--- src/rtl/linkneg_pkg.sv ---
// Shared types for the link negotiation resolver.
// Assumes the ability word layout: bit 3 = 100F, bit 2 = 100H, bit 1 = 10F, bit 0 = 10H.
package linkneg_pkg;
    localparam int ABIL_W = 4;
    localparam int IDX_W  = $clog2(ABIL_W);

    typedef logic [ABIL_W-1:0] abil_t;

    typedef enum logic [1:0] {
        ST_FORCE = 2'd0,
        ST_FLP   = 2'd1,
        ST_NEG   = 2'd2,
        ST_LINK  = 2'd3
    } neg_state_t;
endpackage

--- src/rtl/linkneg_adv.sv ---
// Builds the advertised ability word from the speed and duplex straps.
// Assumes 10 half is always supported. The index bits of each position
// encode {fast, full}, so a position is set only when its speed and duplex are allowed.
module linkneg_adv
    import linkneg_pkg::*;
(
    input  logic  strap_fast,
    input  logic  strap_full,
    output abil_t adv
);
    // One bit per mode: the mode is advertised when both its speed and its duplex are allowed.
    for (genvar g = 0; g < ABIL_W; g++) begin : g_bit
        localparam bit NEED_FAST = g[1];
        localparam bit NEED_FULL = g[0];
        assign adv[g] = (strap_fast || !NEED_FAST) && (strap_full || !NEED_FULL);
    end
endmodule

--- src/rtl/linkneg_prio.sv ---
// Picks the best mode shared by the local and partner ability words.
// Assumes a higher bit index is a better mode. The winning index is read as {fast, full}.
module linkneg_prio
    import linkneg_pkg::*;
(
    input  logic  clk,
    input  logic  rst_n,
    input  abil_t local_abil,
    input  abil_t peer_abil,
    output logic  any_common,
    output logic  best_fast,
    output logic  best_full
);
    abil_t            common;
    logic [IDX_W-1:0] best_idx;

    // Intersect the two words and report whether they share any mode.
    always_comb begin
        common     = local_abil & peer_abil;
        any_common = |common;
    end

    // Scan upwards so that the highest common bit is the last one kept.
    always_comb begin
        best_idx = '0;
        for (int i = 0; i < ABIL_W; i++) begin
            if (common[i]) best_idx = IDX_W'(i);
        end
    end

    // Split the winning index into its speed and duplex halves.
    always_comb begin
        best_fast = best_idx[1];
        best_full = best_idx[0];
    end


    always @(posedge clk) begin
        if (rst_n && any_common) begin
            prio_pick_chk: assert (common[best_idx] && ((common >> best_idx) == abil_t'(1)))
                else $error("priority pick is not the highest common mode");
        end
    end
endmodule

--- src/rtl/linkneg_fsm.sv ---
// Control state machine: forced mode, sending bursts, negotiating and linked.
// Assumes the line indicators and the partner strobe are already synchronous
// to clk. The match inputs come from the priority resolver.
module linkneg_fsm
    import linkneg_pkg::*;
(
    input  logic clk,
    input  logic rst_n,
    input  logic neg_en,
    input  logic strap_fast,
    input  logic strap_full,
    input  logic rx_flp,
    input  logic rx_nlp,
    input  logic rx_idle100,
    input  logic partner_valid,
    input  logic link_ok,
    input  logic match_any,
    input  logic match_fast,
    input  logic match_full,
    output logic mode_fast,
    output logic mode_full,
    output logic flp_tx_req,
    output logic resolved
);
    neg_state_t cur_st, nxt_st;
    logic       fast_q, full_q, nxt_fast, nxt_full;

    // Next-state and next-mode decision for every state.
    always_comb begin
        nxt_st   = cur_st;
        nxt_fast = fast_q;
        nxt_full = full_q;
        if (!neg_en) begin
            nxt_st   = ST_FORCE;
            nxt_fast = strap_fast;
            nxt_full = strap_full;
        end else begin
            unique case (cur_st)
                ST_FORCE: begin
                    nxt_st   = ST_FLP;
                    nxt_fast = 1'b0;
                    nxt_full = 1'b0;
                end
                ST_FLP: begin
                    if (rx_flp) begin
                        nxt_st = ST_NEG;
                    end else if (rx_idle100) begin
                        nxt_st   = ST_LINK;
                        nxt_fast = 1'b1;
                        nxt_full = 1'b0;
                    end else if (rx_nlp) begin
                        nxt_st   = ST_LINK;
                        nxt_fast = 1'b0;
                        nxt_full = 1'b0;
                    end
                end
                ST_NEG: begin
                    if (partner_valid) begin
                        if (match_any) begin
                            nxt_st   = ST_LINK;
                            nxt_fast = match_fast;
                            nxt_full = match_full;
                        end else begin
                            nxt_st = ST_FLP;
                        end
                    end
                end
                ST_LINK: begin
                    if (!link_ok) begin
                        nxt_st   = ST_FLP;
                        nxt_fast = 1'b0;
                        nxt_full = 1'b0;
                    end
                end
                default: nxt_st = ST_FLP;
            endcase
        end
    end

    // State and mode registers with synchronous reset to sending bursts.
    always_ff @(posedge clk) begin
        if (!rst_n) begin
            cur_st <= ST_FLP;
            fast_q <= 1'b0;
            full_q <= 1'b0;
        end else begin
            cur_st <= nxt_st;
            fast_q <= nxt_fast;
            full_q <= nxt_full;
        end
    end

    // Decode the registered state into the status outputs.
    always_comb begin
        mode_fast  = fast_q;
        mode_full  = full_q;
        flp_tx_req = (cur_st == ST_FLP) || (cur_st == ST_NEG);
        resolved   = (cur_st == ST_LINK) || (cur_st == ST_FORCE);
    end


    nlp_pick_chk: assert property (@(posedge clk) disable iff (!rst_n)
        (neg_en && cur_st == ST_FLP && rx_nlp && !rx_flp && !rx_idle100)
        |=> (resolved && !mode_fast && !mode_full))
        else $error("normal link pulse did not give 10 half");


    idle_pick_chk: assert property (@(posedge clk) disable iff (!rst_n)
        (neg_en && cur_st == ST_FLP && rx_idle100 && !rx_flp)
        |=> (resolved && mode_fast && !mode_full))
        else $error("idle pattern did not give 100 half");


    nomatch_chk: assert property (@(posedge clk) disable iff (!rst_n)
        (neg_en && cur_st == ST_NEG && partner_valid && !match_any)
        |=> (flp_tx_req && !resolved))
        else $error("mismatch resolved the link");


    link_loss_chk: assert property (@(posedge clk) disable iff (!rst_n)
        (neg_en && cur_st == ST_LINK && !link_ok)
        |=> (flp_tx_req && !resolved && !mode_fast && !mode_full))
        else $error("link loss did not restart negotiation");


    forced_mode_chk: assert property (@(posedge clk) disable iff (!rst_n)
        !neg_en |=> (resolved && !flp_tx_req
                     && mode_fast == $past(strap_fast) && mode_full == $past(strap_full)))
        else $error("forced mode does not follow straps");


    neg_hold_chk: assert property (@(posedge clk) disable iff (!rst_n)
        (neg_en && cur_st == ST_NEG && !partner_valid) |=> (cur_st == ST_NEG))
        else $error("negotiation left without partner word");
endmodule

--- src/rtl/linkneg_resolver.sv ---
// Top of the link speed and duplex resolver. Ties together the ability
// builder, the common-mode priority resolver and the control state machine.
// Assumes every input is synchronous to clk.
module linkneg_resolver
    import linkneg_pkg::*;
(
    input  logic                clk,
    input  logic                rst_n,
    input  logic                neg_en,
    input  logic                strap_fast,
    input  logic                strap_full,
    input  logic                rx_flp,
    input  logic                rx_nlp,
    input  logic                rx_idle100,
    input  logic                partner_valid,
    input  logic [ABIL_W-1:0]   partner_abil,
    input  logic                link_ok,
    output logic [ABIL_W-1:0]   adv_abil,
    output logic                mode_fast,
    output logic                mode_full,
    output logic                flp_tx_req,
    output logic                resolved
);
    abil_t adv_w;
    logic  m_any, m_fast, m_full;

    linkneg_adv u_adv (
        .strap_fast (strap_fast),
        .strap_full (strap_full),
        .adv        (adv_w)
    );

    linkneg_prio u_prio (
        .clk        (clk),
        .rst_n      (rst_n),
        .local_abil (adv_w),
        .peer_abil  (partner_abil),
        .any_common (m_any),
        .best_fast  (m_fast),
        .best_full  (m_full)
    );

    linkneg_fsm u_fsm (
        .clk           (clk),
        .rst_n         (rst_n),
        .neg_en        (neg_en),
        .strap_fast    (strap_fast),
        .strap_full    (strap_full),
        .rx_flp        (rx_flp),
        .rx_nlp        (rx_nlp),
        .rx_idle100    (rx_idle100),
        .partner_valid (partner_valid),
        .link_ok       (link_ok),
        .match_any     (m_any),
        .match_fast    (m_fast),
        .match_full    (m_full),
        .mode_fast     (mode_fast),
        .mode_full     (mode_full),
        .flp_tx_req    (flp_tx_req),
        .resolved      (resolved)
    );

    // Present the advertised word at the port.
    always_comb adv_abil = adv_w;
endmodule

--- config.mk ---
export PLATFORM = sky130hd
export DESIGN_NAME = linkneg_resolver
export DESIGN_NICKNAME = d
export VERILOG_FILES = /design/src/rtl/linkneg_pkg.sv /design/src/rtl/linkneg_adv.sv /design/src/rtl/linkneg_prio.sv /design/src/rtl/linkneg_fsm.sv /design/src/rtl/linkneg_resolver.sv
export SDC_FILE = /design/constraint.sdc
export NUM_CORES = 1
export LEC_CHECK = 0
export ABC_CLOCK_PERIOD_IN_PS = 4500
export BUFFER_PORTS_ARGS = -buffer_cell sky130_fd_sc_hd__buf_2
export CORE_AREA = 5 5 42 44
export CTS_BUF_LIST = sky130_fd_sc_hd__clkbuf_8
export DETAILED_ROUTE_END_ITERATION = 6
export DIE_AREA = 0 0 47 49
export PLACE_DENSITY = 0.65
export SKIP_CTS_REPAIR_TIMING = 1
export SLEW_MARGIN = 20
export SYNTH_ARGS = -nofsm -noshare
export SYNTH_HDL_FRONTEND = slang
export SYNTH_HIERARCHICAL = 1
export SYNTH_SLANG_ARGS = --single-unit
--- constraint.sdc ---
create_clock -name clk -period 4.5 [get_ports clk]
set_input_delay 0.9 -clock clk [delete_from_list [all_inputs] [get_ports clk]]
set_output_delay 0.9 -clock clk [all_outputs]
set_load 0.01 [all_outputs]
==> impl_metrics.toml <==
[logic_synthesis]
synth-compound-area-share_pct = 30.9
post_synth_inst_count = 46
syn-mean-instance-area_sq_um = 7.92
main_combinational_cell_family_by_area_after_synthesis = "compound AO/OA/AOI/OAI gates"
postSynthRegisterBits = 4
yosysSeqAreaShare_pct = 22.0
postSynthNetCount = 64
yosys.area_share.simple_pct = 14.4
yosys_warnings = 6
synth-adder-area-share_pct = 13.7
synth.lib_cells_used.distinct = 22
synth_xor_area_share_pct = 0
muxShareOfSynthArea_pct = 5.50
mappedNetlistArea_sq_um = 364

[timing]
final-hold-violation-count = 0
fin_tns_setup_ns = 0
slew-limit-headroom_pct = 60.7
slew_violations = 0
unrepaired_setup_endpoints_after_global_routing = "false"
worst-slew-pin-transition_ns = 0.589
fin_skew_ns = 0.00364
setup_viol = 0
layout_worst_path_cycle_share_pct = 49.8
finalCriticalPeriod_ns = 2.24
fmax_mhz = 446

[critical_path]
critPathMaxStageDelay_ns = 0.18
crit_buf_inv = 2
slowest_stage = "and2_1"
critical_path_required_ns = 3.60
path_common_cell = "buf_2"
worst_ep_arrival_time_ns = 1.34
crit_type = "in -> out"
worst-path-stages = 3
worst_setup_path_start_kind = "input pin"
setup.worst_path.end_class = "output port"
crit_chain = "buf_2 > and2_1 > buf_2"
worst_r2r_path_depth = 5
ff2ff_setup_slack_ns = 2.80
rr_startpoint = "u_fsm/cur_st[0]"
cpLargestDelayFamily = "buffers and inverters"
timing.rr.end = "u_fsm/cur_st[1]"
setup.worst_path.start = "strap_fast"
path_max_fanout = 5

[outcome]
outcome = "completed"

[finish]
nNetsFinal = 86
antenna-diode-count = 0
area_growth_pct = 38.1
layout-drive-gt1-share_pct = 36.4

[die]
die_width_um = 47
placeableCoreArea_sq_um = 1400
die_height_um = 49
floorplan.initialDensity_pct = 26.0
io_pins = 22
floorplan.die_area_sq_um = 2300
rows = 14

[routing]
post-route-drc-count = 0
routedWlPerCell_um = 11.7
detail_route.iter0.violations = 10
antenna_left = 0
count_of_tritonroute_iterations_in_the_first_routing_pass = 4
avgViaCountPerCell = 4.79
vias = 393
detail_route.wirelength_um = 963

[place]
detailed_placement_hpwl_um = 807
place.port_buffers = 20
place.gp.congestion = 0.694

[hold_path]
min_path_cells = 2
min_path_type = "reg -> reg"
worstHoldEndpoint = "u_fsm/cur_st[1]"
min-delay-start = "u_fsm/cur_st[1]"

[grt]
groute.usage.overall_pct = 8.66
maximum_number_of_pins_on_one_net_before_global_route_repair = 7
via_count_of_the_first_global_routing_pass = 357
antenna_found_initial = 0
grt_pass1_wl_mm = 1.46
global_route.overflow_total = 0

[clocking]
cts_max_path_buffers = 2
numClockSinks = 4
cts-buffers-inserted = 3
cts-htree-levels = 1
clk_pin_slew_worst_paths_ns = 0.03
cts_tree = "built"
root_buffer = "clkbuf_8"
clk_latency_ns = 0.21

[run]
cap_viol_max_count = 0

[power_and_ir_drop]
power.total_mw = 0.164
worst_ir_drop_vdd_v = 0.000178
power_density_nw_per_um2 = 326
p_leak_nw = 0.261
metrics by stage:
step,hold WS (ns),instances,worst slack (ns),utilization [%],cell area (sq um)
after floorplan,0.460,46,2.30,-,364
after global placement,0.478,79,2.10,32.9,462
after detailed placement,0.499,79,2.07,32.9,462
after CTS,0.503,82,2.26,35.9,503
after global routing,0.544,82,2.16,35.9,503
final,0.494,82,2.26,35.9,503
power breakdown:
part	total [mW]	leakage (nW)	internal, mW	switching [mW]
Sequential	0.0418	0.0332	0.0390	0.00273
Combinational	0.0476	0.206	0.0226	0.0250
Clock	0.0744	0.0216	0.0569	0.0175
Total	0.164	0.261	0.119	0.0452
sequential cells by signal (all words and copies together), names as in the netlist:
register / flops
u_fsm/mode_full: 1
u_fsm/mode_fast: 1
u_fsm/cur_st: 2
layout make-up:
cell class | count | area [sq um]
Fill cell | 157 | 898
Multi-Input combinational cell | 33 | 239
Timing Repair Buffer | 20 | 100
Sequential cell | 4 | 80.1
Clock buffer | 3 | 41.3
Inverter | 6 | 22.5
Tap cell | 16 | 20.0
how the worst max path moves through the flow:
stage / end
finish: adv_abil[3]
global route: u_fsm/mode_fast
CTS: adv_abil[3]
detailed placement: u_fsm/mode_fast
global placement: u_fsm/mode_fast
floorplan: u_fsm/mode_full
placed cells by master (no fill, tap or decap):
master    instances
or3_1             1
buf_2            20
conb_1            1
o21ai_0           3
a22oi_1           1
nor2_1            2
nand3_1           1
clkbuf_8          3
dfxtp_1           4
a221o_1           2
o211ai_1          1
o21bai_1          1
nand2_1           5
ha_1              4
o311a_2           1
nor4b_1           1
a21oi_1           3
and2_1            1
a32o_1            1
inv_1             6
a222oi_1          1
a22o_1            1
mux2i_1           2
cells by family after synthesis:
kind of cell | Yosys count
multiplexers | 2
AND/OR/NAND/NOR | 11
buffers and inverters | 9
flip-flops | 4
adder cells (fa/ha/maj) | 4
AO/OA/AOI/OAI | 15
other | 1
tightest hold or removal path, cell delays in order (launching register included):
cell,delay (ns)
dfxtp_1,0.33
nand2_1,0.07
a21oi_1,0.05
cells in the mapped netlist, drive strengths merged:
cell type,number,area [sq um]
nand2,5,18.8
or3,1,6.26
nor4b,1,8.76
ha,4,50.1
o21ai,3,15.0
nand3,1,5.00
dfxtp,4,80.1
conb,1,3.75
o311a,1,11.3
a22oi,1,7.51
o211ai,1,7.51
a222oi,1,10.0
a22o,1,8.76
and2,1,6.26
nor2,2,7.51
a21oi,3,15.0
o21bai,1,7.51
mux2i,2,20.0
a221o,2,20.0
buf,3,22.5
inv,6,22.5
a32o,1,10.0
layer usage:
| metal | up-vias | share of wire (%) | track usage (%) |
|---|---|---|---|
| met5 | - | 0 | 0 |
| met4 | 0 | 0 | 5.53 |
| met3 | 0 | 6.4 | 2.21 |
| met2 | 12 | 48 | 12.9 |
| met1 | 175 | 46 | 10.5 |
| li1 | 206 | - | - |
Note: power is estimated with default switching activity, not from simulation.
